## src/rtl/fwd_select.sv

```systemverilog
module fwd_select #(
  parameter int XLEN = 32,
  parameter int RAW  = 5
) (
  input  logic [RAW-1:0]  rs1_idx,
  input  logic [RAW-1:0]  rs2_idx,
  input  logic [XLEN-1:0] rs1_rf,
  input  logic [XLEN-1:0] rs2_rf,
  input  logic            exm_wen,
  input  logic [RAW-1:0]  exm_rd,
  input  logic [XLEN-1:0] exm_res,
  input  logic            mwb_wen,
  input  logic [RAW-1:0]  mwb_rd,
  input  logic [XLEN-1:0] mwb_alu,
  input  logic            mwb_load,
  input  logic [XLEN-1:0] mwb_ldata,
  output logic [XLEN-1:0] op_a,
  output logic [XLEN-1:0] op_b
);
  localparam int NSRC = 2;

  logic [RAW-1:0]  src_idx [NSRC];
  logic [XLEN-1:0] src_rf  [NSRC];
  logic [XLEN-1:0] src_out [NSRC];

  wire            exm_live = exm_wen && (exm_rd != '0);
  wire            mwb_live = mwb_wen && (mwb_rd != '0);
  wire [XLEN-1:0] mwb_val  = mwb_load ? mwb_ldata : mwb_alu;

  assign src_idx[0] = rs1_idx;
  assign src_idx[1] = rs2_idx;
  assign src_rf[0]  = rs1_rf;
  assign src_rf[1]  = rs2_rf;

  for (genvar i = 0; i < NSRC; i++) begin : g_src
    wire hit_e = exm_live && (exm_rd == src_idx[i]);
    wire hit_w = mwb_live && (mwb_rd == src_idx[i]);
    assign src_out[i] = hit_e ? exm_res : (hit_w ? mwb_val : src_rf[i]);
  end

  assign op_a = src_out[0];
  assign op_b = src_out[1];
endmodule

```

## config.mk

```make
export PLATFORM = sky130hd
export DESIGN_NAME = fwd_select
export DESIGN_NICKNAME = d
export VERILOG_FILES = /design/src/rtl/fwd_select.sv
export SDC_FILE = /design/constraint.sdc
export NUM_CORES = 1
export LEC_CHECK = 0
export CAP_MARGIN = 20
export CORE_UTILIZATION = 35
export DETAILED_ROUTE_END_ITERATION = 10
export PLACE_DENSITY = 0.85
export REMOVE_ABC_BUFFERS = 1
export SYNTH_ARGS = -nofsm -noshare
export SYNTH_HDL_FRONTEND = slang
export SYNTH_SLANG_ARGS = --single-unit
```

## constraint.sdc

```tcl
create_clock -name vclk -period 2.9
set_input_delay 0.58 -clock vclk [all_inputs]
set_output_delay 0.58 -clock vclk [all_outputs]
set_load 0.02 [all_outputs]
```

Word level (Yosys, flattened, before mapping)
Index checks and enable logic that the tools add are counted.
{"block": "totals", "ff_bits": 0, "in_bits": 183, "output_inout_bits": 64, "elab_cells": 17}
{"block": "classes", "eq_ne": 4, "n_mux": 5, "reduce_logical": 8}
{"op": "32-bit two-way mux", "n": 5}
{"op": "5-bit == test", "n": 4}
{"op": "5-bit nonzero test", "n": 2}
{"op": "1-bit logical AND", "n": 6}

Depth between registers and ports, before layout
{"block": "depth", "word_depth": 5, "mapped_depth": 7, "mapped_depth_nobuf": 4}

Least setup slack after synthesis
OpenSTA, ideal clock, no wires.
{"block": "synth_path", "path_kind": "input port to output port", "startpoint": "input port mwb_rd[1]", "endpoint": "output port op_a[0]", "arrival_time_ps": 2233, "required_time_ps": 2320, "setup_slack_ps": 87, "stages": 6, "n_path_buf": 2, "cell_sequence": "or4_1 > o21a_1 > buf_6 > buf_6 > and4_1 > o31ai_1"}
{"block": "synth_between", "elab_chain_cells": 5, "elab_cells_between_ends": 6, "cone_classes": "eq/ne: 1; mux: 2; reduce/logical: 3"}
{"item": "start: declaration", "line": "13", "source": "input logic [RAW-1:0] mwb_rd,"}
{"item": "5-bit nonzero test", "line": "27", "source": "wire mwb_live = mwb_wen && (mwb_rd != '0);"}
{"item": "1-bit logical AND", "line": "27"}
{"item": "1-bit logical AND (*)", "line": "37", "source": "wire hit_w = mwb_live && (mwb_rd == src_idx[i]);"}
{"item": "32-bit two-way mux (*) (2 in a row)", "line": "38", "source": "assign src_out[i] = hit_e ? exm_res : (hit_w ? mwb_val : src_rf[i]);"}
{"item": "end: declaration", "line": "17", "source": "output logic [XLEN-1:0] op_a,"}
Every way passes the cells marked *; elsewhere a longest branch is shown, timed or not.

Worst setup path after layout
{"block": "layout_path", "startpoint": "input port mwb_rd[3]", "endpoint": "output port op_b[22]"}
{"block": "layout_between", "elab_chain_cells": 5, "elab_cells_between_ends": 6, "cone_classes": "eq/ne: 1; mux: 2; reduce/logical: 3"}
{"item": "5-bit nonzero test", "line": "27"}
{"item": "1-bit logical AND", "line": "27"}
{"item": "1-bit logical AND (*)", "line": "37"}
{"item": "32-bit two-way mux (*) (2 in a row)", "line": "38"}
{"item": "end: declaration", "line": "18", "source": "output logic [XLEN-1:0] op_b"}
Marks and branches as above.

==> metrics.md <==
| Metric | Value |
|---|---|
| Status | finished with violations |
| Failing checks | setup timing |
| Fin nets | 828 |
| Area delta synth->final | 136% |
| Routed vias/inst | 7.18 |
| DIE WIDTH | 96.4 microns |
| Antenna violations before repair | 0 |
| Crit end category | output port |
| Hold Path End | op_a[26] |
| FF+latch area | 0 sq um |
| Tcrit/Tclk final | 103% |
| PortBufs | 247 |
| Sequential share of the synthesized area | 0% |
| HP Start | exm_res[26] |
| Placer Congestion | 0.892 |
| Fillcell total | 457 |
| Max-slew violation count | 0 |
| Chip Height | 96.4 microns |
| Max Freq | 0.335 GHz |
| GR Layer Usage met2 | 66.6% |
| Worst Path Required | 2.32 ns |
| Place WS | -0.863 ns |
| Min Clock Period, post-route | 2.99 ns |
| Critical Setup Path Class | primary input to output port |
| Wire per inst | 27.7 microns |
| Final Util | 84.9% |
| Design area | 7370 sq um |
| Vias | 5,393 |
| Setup TNS | -0.836 ns |
| Most crowded layer after global routing | met2 |
| DRT Pass-1 Iters | 5 |
| Die area | 9290 sq um |
| DRT antenna net count | 0 |
| RSZ-0062 raised after global routing | yes |
| 1st-iter DRT viols | 307 |
| Final Hold Fails | 0 |
| Worst Path Max Fanout | 6 |
| Arrival @ worst endpoint | 2.41 ns |
| Clock buf count | 0 |
| Peak supply drop | 121 uV |
| Area of the multi-input gates | 3640 sq um |
| Hold path depth | 4 |
| IO Count | 247 |
| Mapped Area | 3120 sq um |
| # hold bufs at CTS | 0 |
| HP Class | primary input to output port |
| Row Count | 34 |
| Distinct cells, synth | 25 |
| Met3 Use GR | 6.49% |
| DR DRC count | 0 |
| Seq cells | 0 |
| Final worst slack | -0.0886 ns |
| Grt ovf | 0 |
| Initial core utilization | 35.9% |
| Synthesized instance count | 396 |
| Leakage | 2.72 nW |
| Max-cap violation count | 0 |
| Overall Global Routing Usage | 37.4% |
| Endpoints failing setup | 30 |
| Largest net degree at the start of global routing | 65 |
| Number of global-route vias before repair | 5,314 |
| Worst Max-Slew Pin Slew | 0.431 ns |
| Met1 Use GR | 41.3% |
| Core area | 8680 sq um |
| Pwr Density | 186 nW/um^2 |
| Syn avg cell area | 7.88 sq um |
| Post-place instance area | 5880 sq um |
| Global-route wire length before repair | 27.1 mm |
| HPWL after DPL | 10.9 mm |
| Worst rel slew slack | 71.3% |
| Share of post-route cells with drive strength above 1 | 44.8% |
| Ant. Diodes | 0 |
| Routed WL | 20.8 mm |
| Critical path launch point type | primary input |
| Yosys synthesis warning count | 0 |
[repair_timing]
| action | CTS | global route |
|---|---|---|
| cloned | 14 | 9 |
| setup buffers | 6 | 5 |
| resized for setup | 455 | 87 |
| endpoints found under the setup margin | 64 | 64 |
| pin swaps | 18 | 16 |
[metal layers]
layer | wire length (microns) | share of wire, %
met1 | 7250 | 35
met5 | 0 | 0
met4 | 1430 | 6.9
met2 | 10100 | 49
met3 | 2020 | 9.7
[cells by family after synthesis]
logic type,Yosys count,share of synthesized area [%]
simple gates,142,33.3
compound gates,131,38.5
buf+inv,71,12.2
mux,32,10.3
xor+xnor,20,5.62
[critical path, cell delays in order]
cell and delay (ns):
buf_6 0.09, or4_4 0.56, buf_6 0.14, o21a_4 0.26, buf_12 0.16, and4_1 0.17
o31ai_2 0.23, buf_4 0.20
[area by class of cell]
cell class / instances / area share (%)
multi-input combinational: 326 / 49.4
tap: 108 / 1.83
timing repair buffer: 317 / 48.8
[how the worst max path moves through the flow]
stage / from / end / slack (ns)
after floorplan: exm_rd[4] / op_a[0] / -1.75
after global placement: exm_rd[1] / op_a[7] / -0.83
after detailed placement: exm_rd[1] / op_a[7] / -0.86
after CTS: mwb_rd[3] / op_a[31] / -0.06
after global routing: mwb_rd[3] / op_b[22] / -0.1
final: mwb_rd[3] / op_b[22] / -0.09
[stage by stage]
step / hold slack, ns / cells / power (mW)
5_1_grt: 1.91 / 751 / 1.41
4_1_cts: 1.88 / 740 / 1.18
2_1_floorplan: 1.33 / 325 / 0.385
3_5_place_dp: 2.25 / 720 / 1.01
6_report: 1.88 / 751 / 1.37
3_3_place_gp: 2.25 / 720 / 0.989
[synthesized netlist by cell type]
master | count | area (sq um)
a31oi_1 | 64 | 400
nand4_1 | 64 | 400
and4_1 | 62 | 543
o31ai_2 | 60 | 751
clkbuf_1 | 49 | 184
mux2i_1 | 31 | 310
buf_6 | 15 | 169
xor2_1 | 15 | 131
buf_1 | 5 | 18.8
xnor2_1 | 5 | 43.8
o31ai_1 | 4 | 30.0
and3_1 | 3 | 18.8
nor2_1 | 3 | 11.3
buf_2 | 2 | 10.0
nor3_1 | 2 | 10.0
o21a_1 | 2 | 15.0
or4_1 | 2 | 15.0
and2_1 | 1 | 6.26
mux2_2 | 1 | 11.3
nand2_1 | 1 | 3.75
nand3_1 | 1 | 5.00
nor3_2 | 1 | 10.0
nor4_1 | 1 | 6.26
nor4bb_1 | 1 | 10.0
o21ai_0 | 1 | 5.00
[power breakdown]
group | internal (mW) | total (mW) | switching [mW]
clock | 0 | 0 | 0
combinational | 0.686 | 1.37 | 0.683
sequential | 0 | 0 | 0
[cell usage in the layout (no fill, tap or decap), types with 2 or more instances in the layout]
cell / instances
a31oi_1: 15
a31oi_2: 20
a31oi_4: 29
and3_4: 3
and4_1: 52
and4_4: 10
buf_12: 19
buf_16: 7
buf_2: 4
buf_4: 63
buf_6: 27
buf_8: 6
bufbuf_16: 4
clkbuf_16: 9
clkbuf_2: 3
clkdlybuf4s50_1: 161
dlygate4sd2_1: 6
dlymetal6s2s_1: 7
mux2i_1: 31
nand4_1: 64
nor2_2: 2
nor3_2: 2
o21a_4: 3
o31ai_1: 2
o31ai_2: 44
o31ai_4: 18
or4_4: 2
xnor2_1: 2
xnor2_2: 3
xor2_1: 10
xor2_2: 5
(Power assumes the default switching activity.)
